<file path="config.mk">
export PLATFORM = sky130hd
export DESIGN_NAME = hline_irq_top
export DESIGN_NICKNAME = d
export VERILOG_FILES = /design/src/rtl/hline_pkg.sv /design/src/rtl/hline_rst_sync.sv /design/src/rtl/hline_decide.sv /design/src/rtl/hline_count.sv /design/src/rtl/hline_pend.sv /design/src/rtl/hline_irq_top.sv
export SDC_FILE = /design/constraint.sdc
export NUM_CORES = 1
export LEC_CHECK = 0
export ABC_CLOCK_PERIOD_IN_PS = 2300
export BUFFER_PORTS_ARGS = -buffer_cell sky130_fd_sc_hd__buf_4
export CORE_MARGIN = 2
export CORE_UTILIZATION = 53
export CTS_BUF_LIST = sky130_fd_sc_hd__clkbuf_4
export CTS_CLUSTER_DIAMETER = 50
export CTS_CLUSTER_SIZE = 12
export DETAILED_ROUTE_END_ITERATION = 8
export PLACE_DENSITY = 0.89
export SYNTH_ARGS = -nofsm -noshare
export SYNTH_HDL_FRONTEND = slang
export SYNTH_SLANG_ARGS = --single-unit
</file>
<file path="constraint.sdc">
create_clock -name clk_i -period 2.3 [get_ports clk_i]
set_clock_uncertainty 0.1 [all_clocks]
set_input_delay 0.345 -clock clk_i [delete_from_list [all_inputs] [get_ports clk_i]]
set_output_delay 0.345 -clock clk_i [all_outputs]
set_load 0.01 [all_outputs]
</file>
<file path="src/rtl/hline_pkg.sv">
`timescale 1ns/1ps
package hline_pkg;
  // What a single evaluation does to the counter.
  typedef enum logic [1:0] {
    EV_NONE = 2'd0,  // no strobe this cycle
    EV_LOAD = 2'd1,  // blanking line: reload
    EV_STEP = 2'd2,  // visible line, count nonzero: decrement
    EV_FIRE = 2'd3   // visible line, count zero: raise pending and reload
  } hl_event_e;
endpackage

</file>
<file path="src/rtl/hline_rst_sync.sv">
`timescale 1ns/1ps
module hline_rst_sync #(
  parameter int STAGES = 2
) (
  input  logic clk_i,
  input  logic rst_ni,
  output logic rst_no
);
  logic [STAGES-1:0] chain_q;
  logic [STAGES-1:0] chain_d;

  always_comb begin
    chain_d = {chain_q[STAGES-2:0], 1'b1};
  end

  always_ff @(posedge clk_i or negedge rst_ni) begin
    if (!rst_ni) chain_q <= '0;
    else         chain_q <= chain_d;
  end

  assign rst_no = chain_q[STAGES-1];
endmodule

</file>
<file path="src/rtl/hline_decide.sv">
`timescale 1ns/1ps
module hline_decide
  import hline_pkg::*;
(
  input  logic      stb_i,
  input  logic      inactive_i,
  input  logic      cnt_zero_i,
  output hl_event_e ev_o
);
  always_comb begin
    ev_o = EV_NONE;
    if (stb_i) begin
      if (inactive_i)      ev_o = EV_LOAD;
      else if (cnt_zero_i) ev_o = EV_FIRE;
      else                 ev_o = EV_STEP;
    end
  end
endmodule

</file>
<file path="src/rtl/hline_count.sv">
`timescale 1ns/1ps
module hline_count
  import hline_pkg::*;
#(
  parameter int CW = 8
) (
  input  logic          clk_i,
  input  logic          rst_ni,
  input  hl_event_e     ev_i,
  input  logic [CW-1:0] reload_i,
  output logic [CW-1:0] cnt_o,
  output logic          zero_o
);
  logic [CW-1:0] cnt_q;
  logic [CW-1:0] cnt_d;
  logic          cnt_en;

  always_comb begin
    cnt_en = (ev_i != EV_NONE);
    unique case (ev_i)
      EV_STEP: cnt_d = cnt_q - CW'(1);
      EV_LOAD,
      EV_FIRE: cnt_d = reload_i;
      default: cnt_d = cnt_q;
    endcase
  end

  always_ff @(posedge clk_i or negedge rst_ni) begin
    if (!rst_ni)     cnt_q <= '0;
    else if (cnt_en) cnt_q <= cnt_d;
  end

  assign cnt_o  = cnt_q;
  assign zero_o = (cnt_q == '0);


  hold_no_strobe_chk: assert property (@(posedge clk_i) disable iff (!rst_ni)
    (ev_i == EV_NONE) |=> $stable(cnt_q));

  load_blank_chk: assert property (@(posedge clk_i) disable iff (!rst_ni)
    (ev_i == EV_LOAD) |=> (cnt_q == $past(reload_i)));

  step_nonzero_chk: assert property (@(posedge clk_i) disable iff (!rst_ni)
    (ev_i == EV_STEP) |-> (cnt_q != '0));

  fire_reload_chk: assert property (@(posedge clk_i) disable iff (!rst_ni)
    (ev_i == EV_FIRE) |=> (cnt_q == $past(reload_i)));
endmodule

</file>
<file path="src/rtl/hline_pend.sv">
`timescale 1ns/1ps
module hline_pend (
  input  logic clk_i,
  input  logic rst_ni,
  input  logic set_i,
  input  logic ack_i,
  output logic pend_o
);
  logic pend_q;
  logic pend_d;

  always_comb begin
    pend_d = pend_q;
    if (ack_i) pend_d = 1'b0;
    if (set_i) pend_d = 1'b1;
  end

  always_ff @(posedge clk_i or negedge rst_ni) begin
    if (!rst_ni) pend_q <= 1'b0;
    else         pend_q <= pend_d;
  end

  assign pend_o = pend_q;


  set_wins_chk: assert property (@(posedge clk_i) disable iff (!rst_ni)
    set_i |=> pend_q);

  sticky_chk: assert property (@(posedge clk_i) disable iff (!rst_ni)
    (pend_q && !ack_i) |=> pend_q);

  ack_clears_chk: assert property (@(posedge clk_i) disable iff (!rst_ni)
    (ack_i && !set_i) |=> !pend_q);
endmodule

</file>
<file path="src/rtl/hline_irq_top.sv">
`timescale 1ns/1ps
module hline_irq_top
  import hline_pkg::*;
#(
  parameter int RW = 8
) (
  input  logic          clk_i,
  input  logic          rst_ni,
  input  logic          line_stb_i,
  input  logic          inactive_i,
  input  logic [RW-1:0] reload_i,
  input  logic          irq_en_i,
  input  logic          ack_i,
  output logic          pend_o,
  output logic          irq_o,
  output logic [RW:0]   next_o
);
  localparam int QW = RW + 1;

  logic          rst_s;
  hl_event_e     ev;
  logic [RW-1:0] cnt;
  logic          cnt_zero;
  logic          fire;

  hline_rst_sync #(.STAGES(2)) u_sync (
    .clk_i  (clk_i),
    .rst_ni (rst_ni),
    .rst_no (rst_s)
  );

  hline_decide u_decide (
    .stb_i      (line_stb_i),
    .inactive_i (inactive_i),
    .cnt_zero_i (cnt_zero),
    .ev_o       (ev)
  );

  hline_count #(.CW(RW)) u_count (
    .clk_i    (clk_i),
    .rst_ni   (rst_s),
    .ev_i     (ev),
    .reload_i (reload_i),
    .cnt_o    (cnt),
    .zero_o   (cnt_zero)
  );

  assign fire = (ev == EV_FIRE);

  hline_pend u_pend (
    .clk_i  (clk_i),
    .rst_ni (rst_s),
    .set_i  (fire),
    .ack_i  (ack_i),
    .pend_o (pend_o)
  );

  assign irq_o  = pend_o & irq_en_i;
  assign next_o = irq_en_i ? {1'b0, cnt} : {QW{1'b1}};

  // the flag only rises after a visible-line strobe
  rise_cause_chk: assert property (@(posedge clk_i) disable iff (!rst_s)
    $rose(pend_o) |-> $past(line_stb_i && !inactive_i));
  // blanking strobes never raise the flag
  blank_quiet_chk: assert property (@(posedge clk_i) disable iff (!rst_s)
    (line_stb_i && inactive_i && !pend_o) |=> !pend_o);
endmodule

</file>
**Yosys cells after proc, flatten, opt, wreduce, memory -nomap -nowiden**

Cells that the tools add are included.

- Register bits after elaboration: 11
- Latch bits: 0
- Memory bits (writable): 0
- Memory bits (read-only): 0
- Bits of input ports: 14
- Logic and storage cells: 21
- Memories: 0

- $add $sub $neg: 1
- $mul: 0
- Div/mod/pow operators: 0
- $lt $le $gt $ge: 0
- Eq/ne operators: 3
- Shift operators: 0
- Muxes and demuxes: 7
- Bitwise logic cells: 1
- Reduce and logical (&&, ||, !) cells: 6

Operators by type and width:

| kind | number |
|---|---|
| one-hot mux 8 bit (2 select lines) | 1 |
| two-way mux 9 bit | 1 |
| zero test 8 bit | 1 |
| subtractor 8 x 1 -> 8 bit, second input constant | 1 |
| nonzero test 2 bit | 3 |
| equality test 2 bit, second input constant | 2 |
| two-way mux 2 bit | 2 |
| two-way mux 1 bit | 3 |
| equality test 2 x 1 -> 1 bit, second input constant | 1 |
| AND reduction 2 bit | 1 |
| OR reduction 2 bit | 1 |
| AND 1 bit | 1 |

**Longest topological paths before layout**

- Depth in word-level cells: 8
- Mapped depth: 6
- Gate-level depth less buffers: 6

**Modules after synthesis**

From an unflattened synthesis, not the netlist that was laid out.

- Cell total of the unflattened synthesis: 69
- Area, all modules: 643.1 µm²

By module, submodules not included:

| module | instances | cells each | area each (µm²) |
|---|---|---|---|
| hline_count | 1 | 50 | 473.0 |
| hline_irq_top | 1 | 11 | 66.3 |
| hline_rst_sync | 1 | 3 | 53.8 |
| hline_pend | 1 | 3 | 36.3 |
| hline_decide | 1 | 2 | 13.8 |

**Worst setup path after synthesis**

No wires, ideal clock.

- Path kind: reg2reg
- Start point: reg u_count.cnt_q[0] (netlist: u_count.cnt_o[0])
- End point: reg u_count.cnt_q[5] (netlist: u_count.cnt_o[5])
- Library setup time: 124 ps
- Data arrival time: 1503 ps
- Required time: 2076 ps
- Path slack: 573 ps
- Stages on the path, launching flop included: 7
- Buffers on the path: 0
- Clock period less this slack: 1727 ps
- Cell sequence: dfrtp_1 inv_1 ha_1 nor3b_2 a21o_4 and3_1 a211o_1

- Word-level cells in the longest chain between the ends: 8

RTL lines:

| element | RTL line | RTL |
|---|---|---|
| start, declared | hline_count.sv:14 | `logic [CW-1:0] cnt_q;` |
| start signal, assigned | hline_count.sv:30 | `else if (cnt_en) cnt_q <= cnt_d;` |
| zero test 8 bit | hline_count.sv:34 | `assign zero_o = (cnt_q == '0);` |
| two-way mux 1 bit | hline_decide.sv:14 | `else if (cnt_zero_i) ev_o = EV_FIRE;` |
| two-way mux 2 bit | hline_decide.sv:13 | `if (inactive_i) ev_o = EV_LOAD;` |
| two-way mux 2 bit | hline_decide.sv:12 | `if (stb_i) begin` |
| equality test 2 bit / equality test 2 x 1 -> 1 bit (equally long branches) | hline_count.sv:20 | `unique case (ev_i)` |
| OR reduction 2 bit | hline_count.sv:20 |  |
| nonzero test 2 bit (no source line) | n/a |  |
| AND reduction 2 bit (no source line) | n/a |  |

Parallel ways exist; a longest one is shown, timed or not.
A chain may end at the register's enable or synchronous reset.

**Worst setup path in the final report**

- Start point: reg u_count.cnt_q[0] (netlist: u_count.cnt_o[0])
- End point: reg u_count.cnt_q[6] (netlist: u_count.cnt_o[6])

The elaborated chain is that of the path after synthesis.

==> flow_metrics.env <==
export IMPL_crit_path_cell_trace="inv_1 -> ha_1 -> nor3b_2 -> a21oi_1 -> o32ai_1 -> a21oi_1"
export IMPL_path_class="reg -> reg"
export IMPL_crit_slowest_cell="dfrtp_1"
export IMPL_via_per_inst=5.96
export IMPL_top_layer_used="met4"
export IMPL_dr_wl_met2_um=913
export IMPL_leakagePower_nw=0.430
export IMPL_post_route_period_util=0.843
export IMPL_dieArea_mm2=0.00163
export IMPL_place_gp_congestion=0.894
export IMPL_p_per_area_mw_per_mm2=599
export IMPL_grt_pass1_wl_mm=2.79
export IMPL_rsz0062_at_grt="no"
export IMPL_clk_path_buf_depth=2
export IMPL_required_ns=2.34
export IMPL_setup_slack_ns=0.361
export IMPL_avgSynthCellArea_um2=8.79
export IMPL_worstPathMaxFanout=6
export IMPL_endpoint_kind="flip-flop"
export IMPL_route_detailed_drc=0
export IMPL_portBuffers=24
export IMPL_synthCells=80
export IMPL_outcome="complete, no violations"
export IMPL_synth_top_area_frac=0.391
export IMPL_numCtsBuffers=3
export IMPL_startpoint_type="flip-flop"
export IMPL_synth_edff_count=0
export IMPL_io_pins=25
export IMPL_yosysWarnings=0
export IMPL_drt_pass1_iter_count=4
export IMPL_max_stage_delay_ns=0.44
export IMPL_detail_route_iter0_violations=30
export IMPL_synth_cell_types=35
export IMPL_slew_violations=0
export IMPL_met1_length_um=695
export IMPL_grt_max_degree=18
export IMPL_core_area_mm2=0.00127
export IMPL_grt_pass1_vias=622
export IMPL_grt_util_all_layers=0.264
export IMPL_hold_class="reg -> async"
export IMPL_cts_setup_buffers=0
export IMPL_cts_tree="yes"
export IMPL_dp_slack_ns=0.421
export IMPL_htree_levels=1
export IMPL_dieHeight_um=40.4
export IMPL_drive_above_1_share=0.302
export IMPL_cp_top_family="compound AO/OA/AOI/OAI gates"
export IMPL_clk_latency_ns=0.27
export IMPL_diodes=0
export IMPL_antenna_found_initial=0
export IMPL_rows=13
export IMPL_syn_nets=96
export IMPL_vias=721
export IMPL_postRouteAntennaNets=0
export IMPL_path_clk_slew_ns=0.07
export IMPL_synthTopCellsByCount="dfrtp_1 (11), inv_1 (9), nand2_1 (7)"
export IMPL_worstPathArrival_ns=1.98
export IMPL_initial_core_util=0.554
export IMPL_vdd_drop_max_v=0.000460
export IMPL_finalSetupViolCount=0
export IMPL_synth_seq_cells=11
export IMPL_post_route_cell_area_um2=930
export IMPL_synth_most_common_cell="dfrtp_1"
export IMPL_max_cap_viol_count=0
export IMPL_fin_crit_ns=1.94
export IMPL_die_w_um=40.4
export IMPL_yosys_area_top_type="dfrtp_1"
export IMPL_crit_top_cell="a21oi_1"
export IMPL_critPathBufInv=1
export IMPL_wl_per_cell_um=15.1
export IMPL_dp_hpwl_mm=1.33
export IMPL_synth_yosys_seq_area_share=0.391
export IMPL_fin_setup_tns_ns=0
export IMPL_clkSinkCount=11
export IMPL_wirelength_mm=1.83
export IMPL_ys_flop_type="dfrtp_1"
export IMPL_place_area_um2=890
export IMPL_synthesis_area_um2=703
export IMPL_max_freq_mhz=516
export IMPL_fin_nets=123
export IMPL_fin_util=0.733
export IMPL_hold_viol_final=0
export IMPL_root_buffer="clkbuf_4"
export IMPL_synthTopCellsByArea="dfrtp_1 (39%), inv_1 (4.8%), o21ai_0 (4.3%)"
export IMPL_grt_ovfl_total=0
export IMPL_synthArstFlopShare=1.00
export IMPL_rrSetupSlack_ns=0.36
export IMPL_area_growth_pct=32.2
export IMPL_wl_met3_um=184
==> through the flow <==
stage | instances | hold slack (ns) | total power [mW]
final | 121 | 0.0615 | 0.557
after floorplan | 80 | -0.0506 | 0.343
after global routing | 121 | 0.0834 | 0.588
after CTS | 121 | 0.0670 | 0.555
after global placement | 116 | 0.0274 | 0.402
after detailed placement | 116 | 0.0291 | 0.409
==> cells in the final DEF (no fill, tap or decap), drive strengths merged <==
| cell | count |
|---|---|
| a211o | 1 |
| a211oi | 1 |
| a21o | 1 |
| a21oi | 5 |
| a221o | 1 |
| a22oi | 2 |
| a2bb2oi | 1 |
| and3 | 1 |
| buf | 24 |
| clkbuf | 4 |
| conb | 1 |
| dfrtp | 11 |
| dlygate4sd3 | 1 |
| ha | 2 |
| inv | 9 |
| mux2i | 1 |
| nand2 | 7 |
| nand2b | 3 |
| nand3 | 1 |
| nand3b | 3 |
| nand4 | 1 |
| nand4b | 1 |
| nor2 | 5 |
| nor2b | 1 |
| nor3 | 2 |
| nor3b | 1 |
| nor4 | 2 |
| nor4b | 1 |
| o211ai | 1 |
| o21a | 1 |
| o21ai | 7 |
| o22ai | 1 |
| o32ai | 1 |
| or3 | 1 |
==> repair_timing <==
action	CTS	global route
hold endpoints to repair	2	0
gates resized for setup	0	0
hold buffers	1	0
==> final cells by class <==
class,count,area [µm²]
clock buffers,4,30.0
fillers,100,339
inverters,9,33.8
multi-input cells,57,382
flip-flops and latches,11,275
well taps,15,18.8
repair buffers,25,190
==> where the power goes <==
group	switching, mW	internal (mW)	total [mW]
combinational	0.0751	0.0775	0.153
sequential	0.0423	0.217	0.259
clock	0.0661	0.0789	0.145
==> layer usage <==
layer	vias up	GRT usage
li1	334	-
met1	331	0.308
met2	50	0.456
met3	6	0.0556
met4	0	0.117
met5	-	0
==> sequential cells by signal, indices dropped and copies added (netlist names) <==
| signal | count |
|---|---|
| u_sync.chain_q | 2 |
| u_count.cnt_o | 8 |
| u_pend.pend_o | 1 |
==> logic make-up after synthesis <==
kind of cell             count (synthesis)  synth area share
other                                    1           0.00533
buffers and inverters                   12            0.0658
flip-flops                              11             0.391
adder cells (fa/ha/maj)                  2            0.0356
multiplexers                             1            0.0142
AO/OA/AOI/OAI                           23             0.226
AND/OR/NAND/NOR                         30             0.262
==> worst reg2reg max path, delay by kind of cell, from the launching register on <==
family / cells / cell delay (ns)
AOI/OAI and AO/OA: 3 / 0.61
adders and majority gates: 1 / 0.19
buffers and inverters: 1 / 0.14
DFF: 1 / 0.44
and+or+nand+nor: 1 / 0.34
==> worst paths after layout <==
check / cells past startpoint / to / from
worst max register to register: 6 / u_count.cnt_o[6] / u_count.cnt_o[0]
min in group clk_i: 2 / u_pend.pend_o / ack_i
worst max-delay path: 6 / u_count.cnt_o[6] / u_count.cnt_o[0]
worst min register to register: 0 / u_count.cnt_o[2] / u_sync.chain_q[1]
max in group asynchronous: 2 / u_sync.chain_q[0] / rst_ni
worst min-delay path: 0 / u_count.cnt_o[2] / u_sync.chain_q[1]
Power figures use the tool's default switching activity.
